==> src/rtl/r4b_pkg.sv <==
package r4b_pkg;
    localparam int CG_W  = 5;
    localparam int NIB_W = 4;
    localparam int WIN_W = 3 * CG_W;
    localparam int PH_W  = $clog2(CG_W);

    localparam logic [CG_W-1:0] CG_IDLE = 5'b11111;
    localparam logic [CG_W-1:0] CG_J    = 5'b11000;
    localparam logic [CG_W-1:0] CG_K    = 5'b10001;
    localparam logic [CG_W-1:0] CG_T    = 5'b01101;
    localparam logic [CG_W-1:0] CG_R    = 5'b00111;

    localparam logic [NIB_W-1:0] NIB_PRE = 4'b0101;
    localparam logic [NIB_W-1:0] NIB_BAD = 4'b0000;

    typedef enum logic {
        ST_HUNT,
        ST_FRAME
    } rx_state_e;

    typedef struct packed {
        logic             ok;
        logic [NIB_W-1:0] nib;
    } cg_dec_t;
endpackage

==> src/rtl/r4b_shifter.sv <==
module r4b_shifter #(
    parameter int WIDTH = 15
) (
    input  logic             clk,
    input  logic             rst_n,
    input  logic             bit_in,
    output logic [WIDTH-1:0] win
);
    logic [WIDTH-2:0] hist_q;

    // window includes the bit being sampled at this edge
    assign win = {hist_q, bit_in};

    always_ff @(posedge clk or negedge rst_n) begin
        if (!rst_n) begin
            hist_q <= '0;
        end else begin
            hist_q <= win[WIDTH-2:0];
        end
    end
endmodule

==> src/rtl/r4b_cg_decode.sv <==
module r4b_cg_decode
    import r4b_pkg::*;
(
    input  logic [CG_W-1:0] code,
    output cg_dec_t         dec
);
    always_comb begin
        dec = '{ok: 1'b1, nib: NIB_BAD};
        case (code)
            5'b11110: dec.nib = 4'h0;
            5'b01001: dec.nib = 4'h1;
            5'b10100: dec.nib = 4'h2;
            5'b10101: dec.nib = 4'h3;
            5'b01010: dec.nib = 4'h4;
            5'b01011: dec.nib = 4'h5;
            5'b01110: dec.nib = 4'h6;
            5'b01111: dec.nib = 4'h7;
            5'b10010: dec.nib = 4'h8;
            5'b10011: dec.nib = 4'h9;
            5'b10110: dec.nib = 4'hA;
            5'b10111: dec.nib = 4'hB;
            5'b11010: dec.nib = 4'hC;
            5'b11011: dec.nib = 4'hD;
            5'b11100: dec.nib = 4'hE;
            5'b11101: dec.nib = 4'hF;
            default:  dec = '{ok: 1'b0, nib: NIB_BAD};
        endcase
    end
endmodule

==> src/rtl/r4b_rx_decode.sv <==
module r4b_rx_decode
    import r4b_pkg::*;
(
    input  logic             clk,
    input  logic             rst_n,
    input  logic             rx_bit,
    output logic             rx_dv,
    output logic [NIB_W-1:0] rx_nibble,
    output logic             rx_er,
    output logic             nib_stb
);
    logic [WIN_W-1:0] win;
    logic [CG_W-1:0]  prev_cg;
    logic [CG_W-1:0]  cur_cg;
    cg_dec_t          prev_dec;

    rx_state_e        state_q, state_d;
    logic [PH_W-1:0]  ph_q, ph_d;
    logic             pre_q, pre_d;

    logic sof_hit, at_bound, end_clean, end_abort;

    r4b_shifter #(.WIDTH(WIN_W)) u_shift (
        .clk    (clk),
        .rst_n  (rst_n),
        .bit_in (rx_bit),
        .win    (win)
    );

    assign prev_cg = win[2*CG_W-1:CG_W];
    assign cur_cg  = win[CG_W-1:0];

    r4b_cg_decode u_dec (
        .code (prev_cg),
        .dec  (prev_dec)
    );

    assign sof_hit   = (win == {CG_IDLE, CG_J, CG_K});
    assign at_bound  = (state_q == ST_FRAME) && (ph_q == PH_W'(CG_W - 1));
    assign end_clean = at_bound && !pre_q && (prev_cg == CG_T) && (cur_cg == CG_R);
    assign end_abort = at_bound && !pre_q && (prev_cg == CG_IDLE) && (cur_cg == CG_IDLE);

    // next-state logic
    always_comb begin
        state_d = state_q;
        ph_d    = ph_q;
        pre_d   = pre_q;
        unique case (state_q)
            ST_HUNT: begin
                if (sof_hit) begin
                    state_d = ST_FRAME;
                    ph_d    = '0;
                    pre_d   = 1'b1;
                end
            end
            ST_FRAME: begin
                if (at_bound) begin
                    ph_d  = '0;
                    pre_d = 1'b0;
                end else begin
                    ph_d = ph_q + 1'b1;
                end
                if (end_clean || end_abort) begin
                    state_d = ST_HUNT;
                end
            end
        endcase
    end

    // state register
    always_ff @(posedge clk or negedge rst_n) begin
        if (!rst_n) begin
            state_q <= ST_HUNT;
            ph_q    <= '0;
            pre_q   <= 1'b0;
        end else begin
            state_q <= state_d;
            ph_q    <= ph_d;
            pre_q   <= pre_d;
        end
    end

    // registered outputs
    always_ff @(posedge clk or negedge rst_n) begin
        if (!rst_n) begin
            rx_dv     <= 1'b0;
            rx_nibble <= '0;
            rx_er     <= 1'b0;
            nib_stb   <= 1'b0;
        end else begin
            nib_stb <= 1'b0;
            unique case (state_q)
                ST_HUNT: begin
                    if (sof_hit) begin
                        nib_stb   <= 1'b1;
                        rx_dv     <= 1'b1;
                        rx_nibble <= NIB_PRE;
                        rx_er     <= 1'b0;
                    end else begin
                        rx_dv <= 1'b0;
                        rx_er <= 1'b0;
                    end
                end
                ST_FRAME: begin
                    if (at_bound) begin
                        if (pre_q) begin
                            nib_stb   <= 1'b1;
                            rx_nibble <= NIB_PRE;
                            rx_er     <= 1'b0;
                        end else if (end_clean) begin
                            rx_dv <= 1'b0;
                            rx_er <= 1'b0;
                        end else if (end_abort) begin
                            nib_stb   <= 1'b1;
                            rx_nibble <= NIB_BAD;
                            rx_er     <= 1'b1;
                        end else begin
                            nib_stb   <= 1'b1;
                            rx_nibble <= prev_dec.ok ? prev_dec.nib : NIB_BAD;
                            rx_er     <= !prev_dec.ok;
                        end
                    end
                end
            endcase
        end
    end

    AST_STB_NEEDS_DV: assert property (@(posedge clk) disable iff (!rst_n)
        nib_stb |-> rx_dv);
    AST_STB_SPACING: assert property (@(posedge clk) disable iff (!rst_n)
        nib_stb |=> !nib_stb ##1 !nib_stb ##1 !nib_stb ##1 !nib_stb);
    AST_DV_RISE_PREAMBLE: assert property (@(posedge clk) disable iff (!rst_n)
        $rose(rx_dv) |-> (nib_stb && rx_nibble == NIB_PRE && !rx_er));
    AST_ER_IN_PACKET: assert property (@(posedge clk) disable iff (!rst_n)
        rx_er |-> rx_dv);
    AST_DV_FALL_QUIET: assert property (@(posedge clk) disable iff (!rst_n)
        $fell(rx_dv) |-> !nib_stb);
endmodule

==> config.mk <==
export PLATFORM = sky130hd
export DESIGN_NAME = r4b_rx_decode
export DESIGN_NICKNAME = d
export VERILOG_FILES = /design/src/rtl/r4b_pkg.sv /design/src/rtl/r4b_shifter.sv /design/src/rtl/r4b_cg_decode.sv /design/src/rtl/r4b_rx_decode.sv
export SDC_FILE = /design/constraint.sdc
export NUM_CORES = 1
export LEC_CHECK = 0
export BUFFER_PORTS_ARGS = -buffer_cell sky130_fd_sc_hd__buf_2
export CAP_MARGIN = 25
export CORE_UTILIZATION = 60
export CTS_BUF_LIST = sky130_fd_sc_hd__clkbuf_8
export DETAILED_ROUTE_END_ITERATION = 12
export GPL_TIMING_DRIVEN = 0
export PLACE_DENSITY = 0.8
export SETUP_SLACK_MARGIN = 0.15
export SYNTH_ARGS = -nofsm -noshare
export SYNTH_HDL_FRONTEND = slang
export SYNTH_SLANG_ARGS = --single-unit
==> constraint.sdc <==
create_clock -name clk -period 2.4 [get_ports clk]
set_input_delay 0.24 -clock clk [delete_from_list [all_inputs] [get_ports clk]]
set_output_delay 0.24 -clock clk [all_outputs]
set_load 0.02 [all_outputs]
**After elaboration in Yosys (flattened, before gate mapping)**

Index checks and enable logic that the tools add are counted.
Widths: inputs -> output; s select.

- Output and inout bits: 7
- Flip-flop bits (word level): 26

- Bitwise operators: 1
- Equal/unequal tests: 27
- Multiplexer cells: 31
- Reductions and logical operators: 13
- Add/sub/neg operators: 1

Operators with widths:

| cell | number |
|---|---|
| $eq 5x5->1 const B | 13 |
| $pmux 4 s15 | 1 |
| $eq 5x4->1 const B | 6 |
| $mux 4 | 6 |
| $reduce_or 16->1 | 1 |
| $eq 15x15->1 const B | 1 |
| $mux 1 | 15 |
| $pmux 1 s2 | 5 |
| $pmux 4 s2 | 1 |
| $logic_and 1x1->1 | 6 |
| $mux 3 | 2 |
| $pmux 3 s2 | 1 |
| $reduce_and 3->1 | 2 |
| $eq 5x3->1 const B | 1 |
| $ne 2x1->1 const B | 2 |
| $ne 2x2->1 const B | 2 |
| $add 3x1->3 const B | 1 |
| $eq 3x3->1 const B | 1 |
| $ne 3x3->1 const B | 1 |
| $logic_not 1->1 | 2 |
| $reduce_and 2->1 | 1 |
| $logic_or 1x1->1 | 1 |
| $not 1->1 | 1 |

**Logic depth before layout (Yosys ltp)**

- Word-level depth: 10
- Gate-level depth with buffers: 6

**Modules after synthesis**

From an unflattened synthesis, not the netlist that was laid out.

- Cells, all modules: 98
- Area total of the unflattened synthesis: 1,147.4 um^2

Modules (own cells, without submodules):

| module | cells an instance | times used | area an instance (um^2) | seq. area each (um^2) |
|---|---|---|---|---|
| r4b_rx_decode | 62 | 1 | 668.1 | 300.3 |
| r4b_shifter | 15 | 1 | 357.8 | 350.3 |
| r4b_cg_decode | 21 | 1 | 121.4 | 0.0 |

**Worst setup path before layout**

No wires, ideal clock.

- Kind: reg-to-reg
- Start: register u_shift.hist_q[8]
- End: register rx_nibble[2]
- Period minus slack after synthesis: 1,815 ps
- Required time: 2,262 ps
- Setup slack: 585 ps
- Cell stages (with the launch flop): 7
- Arrival time: 1,676 ps
- Path buffers: 2
- Setup time: 138 ps
- Cells stage by stage: dfrtp_1 > buf_6 > or4_4 > nor4_4 > or2_1 > buf_6 > a31oi_1

- Cells in the longest elaborated chain, start to end: 9

RTL lines:

| item | RTL line | source |
|---|---|---|
| from (decl) | r4b_shifter.sv:9 | `logic [WIDTH-2:0] hist_q;` |
| from (signal assigned) | r4b_shifter.sv:18 | `hist_q <= win[WIDTH-2:0];` |
| $eq 5x5->1 or $eq 5x4->1 (tied branches) | r4b_cg_decode.sv:9 | `case (code)` |
| $reduce_or 16->1 (no line) | - |  |
| $mux 1 | r4b_cg_decode.sv:9 |  |
| $mux 4 | r4b_rx_decode.sv:119 | `rx_nibble <= prev_dec.ok ? prev_dec.nib : NIB_BAD;` |
| $mux 4 | r4b_rx_decode.sv:113 | `end else if (end_abort) begin` |
| $mux 4 | r4b_rx_decode.sv:110 | `end else if (end_clean) begin` |
| $mux 4 | r4b_rx_decode.sv:106 | `if (pre_q) begin` |
| $mux 4 | r4b_rx_decode.sv:105 | `if (at_bound) begin` |
| $pmux 4 s2 | r4b_rx_decode.sv:92 | `unique case (state_q)` |
| to (signal assigned) | r4b_rx_decode.sv:119 |  |
| to (decl) | r4b_rx_decode.sv:8 | `output logic [NIB_W-1:0] rx_nibble,` |

Parallel ways exist; a longest one is shown, timed or not. The select of a mux whose other input is x is not followed.
A chain may end at the register's enable or synchronous reset.

**Worst setup path in the final report**

Same ends and word-level chain as after synthesis.

==> results.env <==
CRIT_PATH_START='u_shift.hist_q[8]'
DETAILEDROUTE.FIRSTITERATIONVIOLATIONS=30
SYNTH_LARGEST_TYPE_AREA_FRACTION=0.5759
R2R-START='u_shift.hist_q[8]'
DRC=0
REG2REG_SLACK_NS=0.46
NETLIST_INSTANCES=100
CRITPATHARRIVALTIME_NS=2.08
FINALWORSTPATHREQUIREDPERIOD_NS=1.943
SYNTH_ENABLE_FLOP_CELLS=0
TRITONCTS='yes'
CLOCK_TREE.ROOT_CELL='clkbuf_8'
RSZ0062_AT_GRT='no'
POWER.LEAKAGE_uW=0.0005913
VIA_COUNT=811
GRT_UTIL_ALL_LAYERS=0.2451
CRIT-REG2REG-CAPTURE='rx_nibble[2]'
FIN_TNS_SETUP_NS=0
DRT.ANTENNA.VIOLATING_NETS=0
TIMING_WORST_SLEW_PIN_VALUE_NS=0.5418
DIE_AREA_UM2=2061
ENDPOINT_KIND_OF_THE_WORST_SETUP_TIMING_PATH='flop'
DIE_HEIGHT_UM=45.40
SYN_AREA_UM2=1130
WIRE_LENGTH_OF_THE_FIRST_GLOBAL_ROUTING_PASS_UM=3505
POST-SYNTH-TOP-AREA-CELL='dfrtp_1'
DRV_SLEW=0
MAX_CAP_VIOLATIONS=0
DIE_WIDTH_UM=45.40
NUMBER_OF_BUFFERS_ON_THE_LONGEST_CLOCK_PATH=2
SETUP_VIOL=0
TIMING_HOLD_VIOLATIONS_FINAL=0
CP_MAX_FO=8
MAX_SLEW_MARGIN=0.6388
HOLD_PATH.STARTPOINT='rx_bit'
RR_WORST_DEPTH=6
POST-ROUTE-UTIL=0.7283
SYNTHFLOPTYPE='dfrtp_1'
DRT_PRE_ANTENNA_ITERS=4
TIMING.CRITICAL_PATH.REQUIRED_NS=2.54
POST_SYNTH_MAIN_AREA_CONTRIBUTORS='dfrtp_1 58%, nand2_1 4.7%, buf_6 3.0%, inv_1 2.7%, a2111oi_0 2.3%'
GRT_ANTENNA_BEFORE_REPAIR=0
WORST_HOLD_PATH_TYPE='in2reg'
NNETSFINAL=120
HPWL_UM=1378
RUN_STATUS='finished, final reports clean'
MOST_COMMON_CELL_AFTER_LAYOUT_FILL_AND_TAPS_ASIDE='dfrtp_1'
RATIO_OF_FINAL_MINIMUM_PERIOD_TO_CLOCK_PERIOD=0.8097
AREA.GROWTH.SYNTH_TO_FINAL_PCT=12.51
HOLDBUFCOUNTCTS=1
IRDROPWORSTVDD_mV=0.6218
PIN_COUNT_OF_THE_BIGGEST_NET_ENTERING_GLOBAL_ROUTING=27
SYNTHESIS.YOSYS.WARNINGS=0
SYNTH.NET_COUNT=105
WHS_PATH_DEPTH=1
LAYOUT-DRIVE-GT1-SHARE=0.1579
CLKLATENCYLATEPIN_NS=0.26
SYNTH_ASYNC_SR_FLOP_SHARE=1.000
VIAS_PER_CELL=5.835
GRT_OVERFLOW=0
SYN-MEAN-INSTANCE-AREA_UM2=11.30
WORST_HOLD_ENDPOINT='u_shift.hist_q[0]'
HTREE_NUM_LEVELS=1
POST_SYNTHESIS_CELL_TYPE_COUNT=35
CTS-BUFFERS-INSERTED=3
FLOORPLAN.CORE_AREA_UM2=1745
CTS_SETUP_BUFFERS=0
CLOCK_PIN_SLEW_WORST_SETUP_AND_HOLD_PATHS_NS=0.09
TOTAL_LENGTH_OF_ROUTED_WIRES_UM=2081
PIN_COUNT=10
CTS_SINKS=26
WORST-SETUP-PATH-TYPE='reg2reg'
FP-ROW-COUNT=15
TIMING.CRITICAL_PATH.FROM_TYPE='flop'
N_ANTENNA_CELL=0
MOST_FREQUENT_CELLS_IN_THE_LAYOUT='26 x dfrtp_1, 14 x nand2_1, 9 x buf_2, 8 x inv_1'
I_O_BUFFERS=9
SYNTH-SEQ-AREA-SHARE=0.5759
TIMING.CLOCK.SKEW_NS=0.001875
PWR_PER_CELL_AREA_nW_PER_UM2=916.9
POST_CTS_RESIZE_COUNT=0
SYNTH-SEQ-CELLS=26
CLOCK.FMAX_MHz=514.6
GRT_PASS1_VIAS=801
ROUTEDWLPERCELL_UM=14.97
PLACE.GP.CONGESTION=0.8163
INITIAL_CORE_UTIL=0.6473
[cell usage after synthesis (all sizes together), types with 3 or more instances]
master	number
a2111oi	3
a21oi	3
buf	3
dfrtp	26
inv	8
nand2	14
nand3	4
nor4	3
o21ai	3
[where the power goes]
part | internal, µW | leakage, µW | switching [µW]
sequential | 520 | 0.000311 | 49.3
combinational | 134 | 0.000251 | 184
clock | 146 | 0.0000288 | 132
total | 800 | 0.000591 | 365
[sequential cells by signal (all words and copies together) (netlist names)]
signal and count:
pre_q 1, nib_stb 1, state_q 1, rx_nibble 4, rx_dv 1, ph_q 3
u_shift.hist_q 14, rx_er 1
[cell type report]
cell class              count  area (µm²)
plain buffers               5       41.29
clock buffers               4       55.05
fillers                   131       474.2
inverters                   8       30.03
multi-input cells          61       407.9
flip-flops and latches     26       650.6
well taps                  25       31.28
repair buffers             10       55.05
[critical path: stages (launching register included)]
cell and delay, ns:
dfrtp_1 0.40, buf_6 0.14, or4_4 0.57, nor4_4 0.36, or2_1 0.16, buf_6 0.11
a31oi_1 0.07
[logic make-up after synthesis]
group,count (synthesis),share of synthesized area
AOI/OAI and AO/OA,19,0.1207
xor gates and xnor gates,3,0.02326
adders and majority gates,2,0.02214
buffers and inverters,13,0.06312
DFF,26,0.5759
and+or+nand+nor,37,0.1949
[routing by layer]
layer | GRT usage | routed length [µm]
met2 | 0.3914 | 1032
met4 | 0.1394 | 23
met5 | 0 | 0
met3 | 0.05159 | 81
met1 | 0.3077 | 944
[worst max path at each step]
| stage | endpoint | depth (start not counted) |
|---|---|---|
| finish | rx_nibble[2] | 6 |
| global route | rx_nibble[0] | 6 |
| CTS | rx_nibble[2] | 6 |
| detailed placement | rx_nibble[2] | 6 |
| global placement | rx_nibble[0] | 6 |
| floorplan | rx_nibble[2] | 6 |
[through the flow]
stage	hold WS, ns	total power, µW	cell area [µm²]	setup WS (ns)	std cells
after floorplan	-0.05559	802.0	1130	0.5853	100
final	0.1160	1166	1271	0.4567	139
after global routing	0.1116	1237	1271	0.3428	139
after detailed placement	0.2574	896.1	1206	0.4684	134
after CTS	0.1164	1172	1271	0.4584	139
after global placement	0.2476	881.6	1206	0.4842	134
Note: power is estimated with default switching activity, not from simulation.
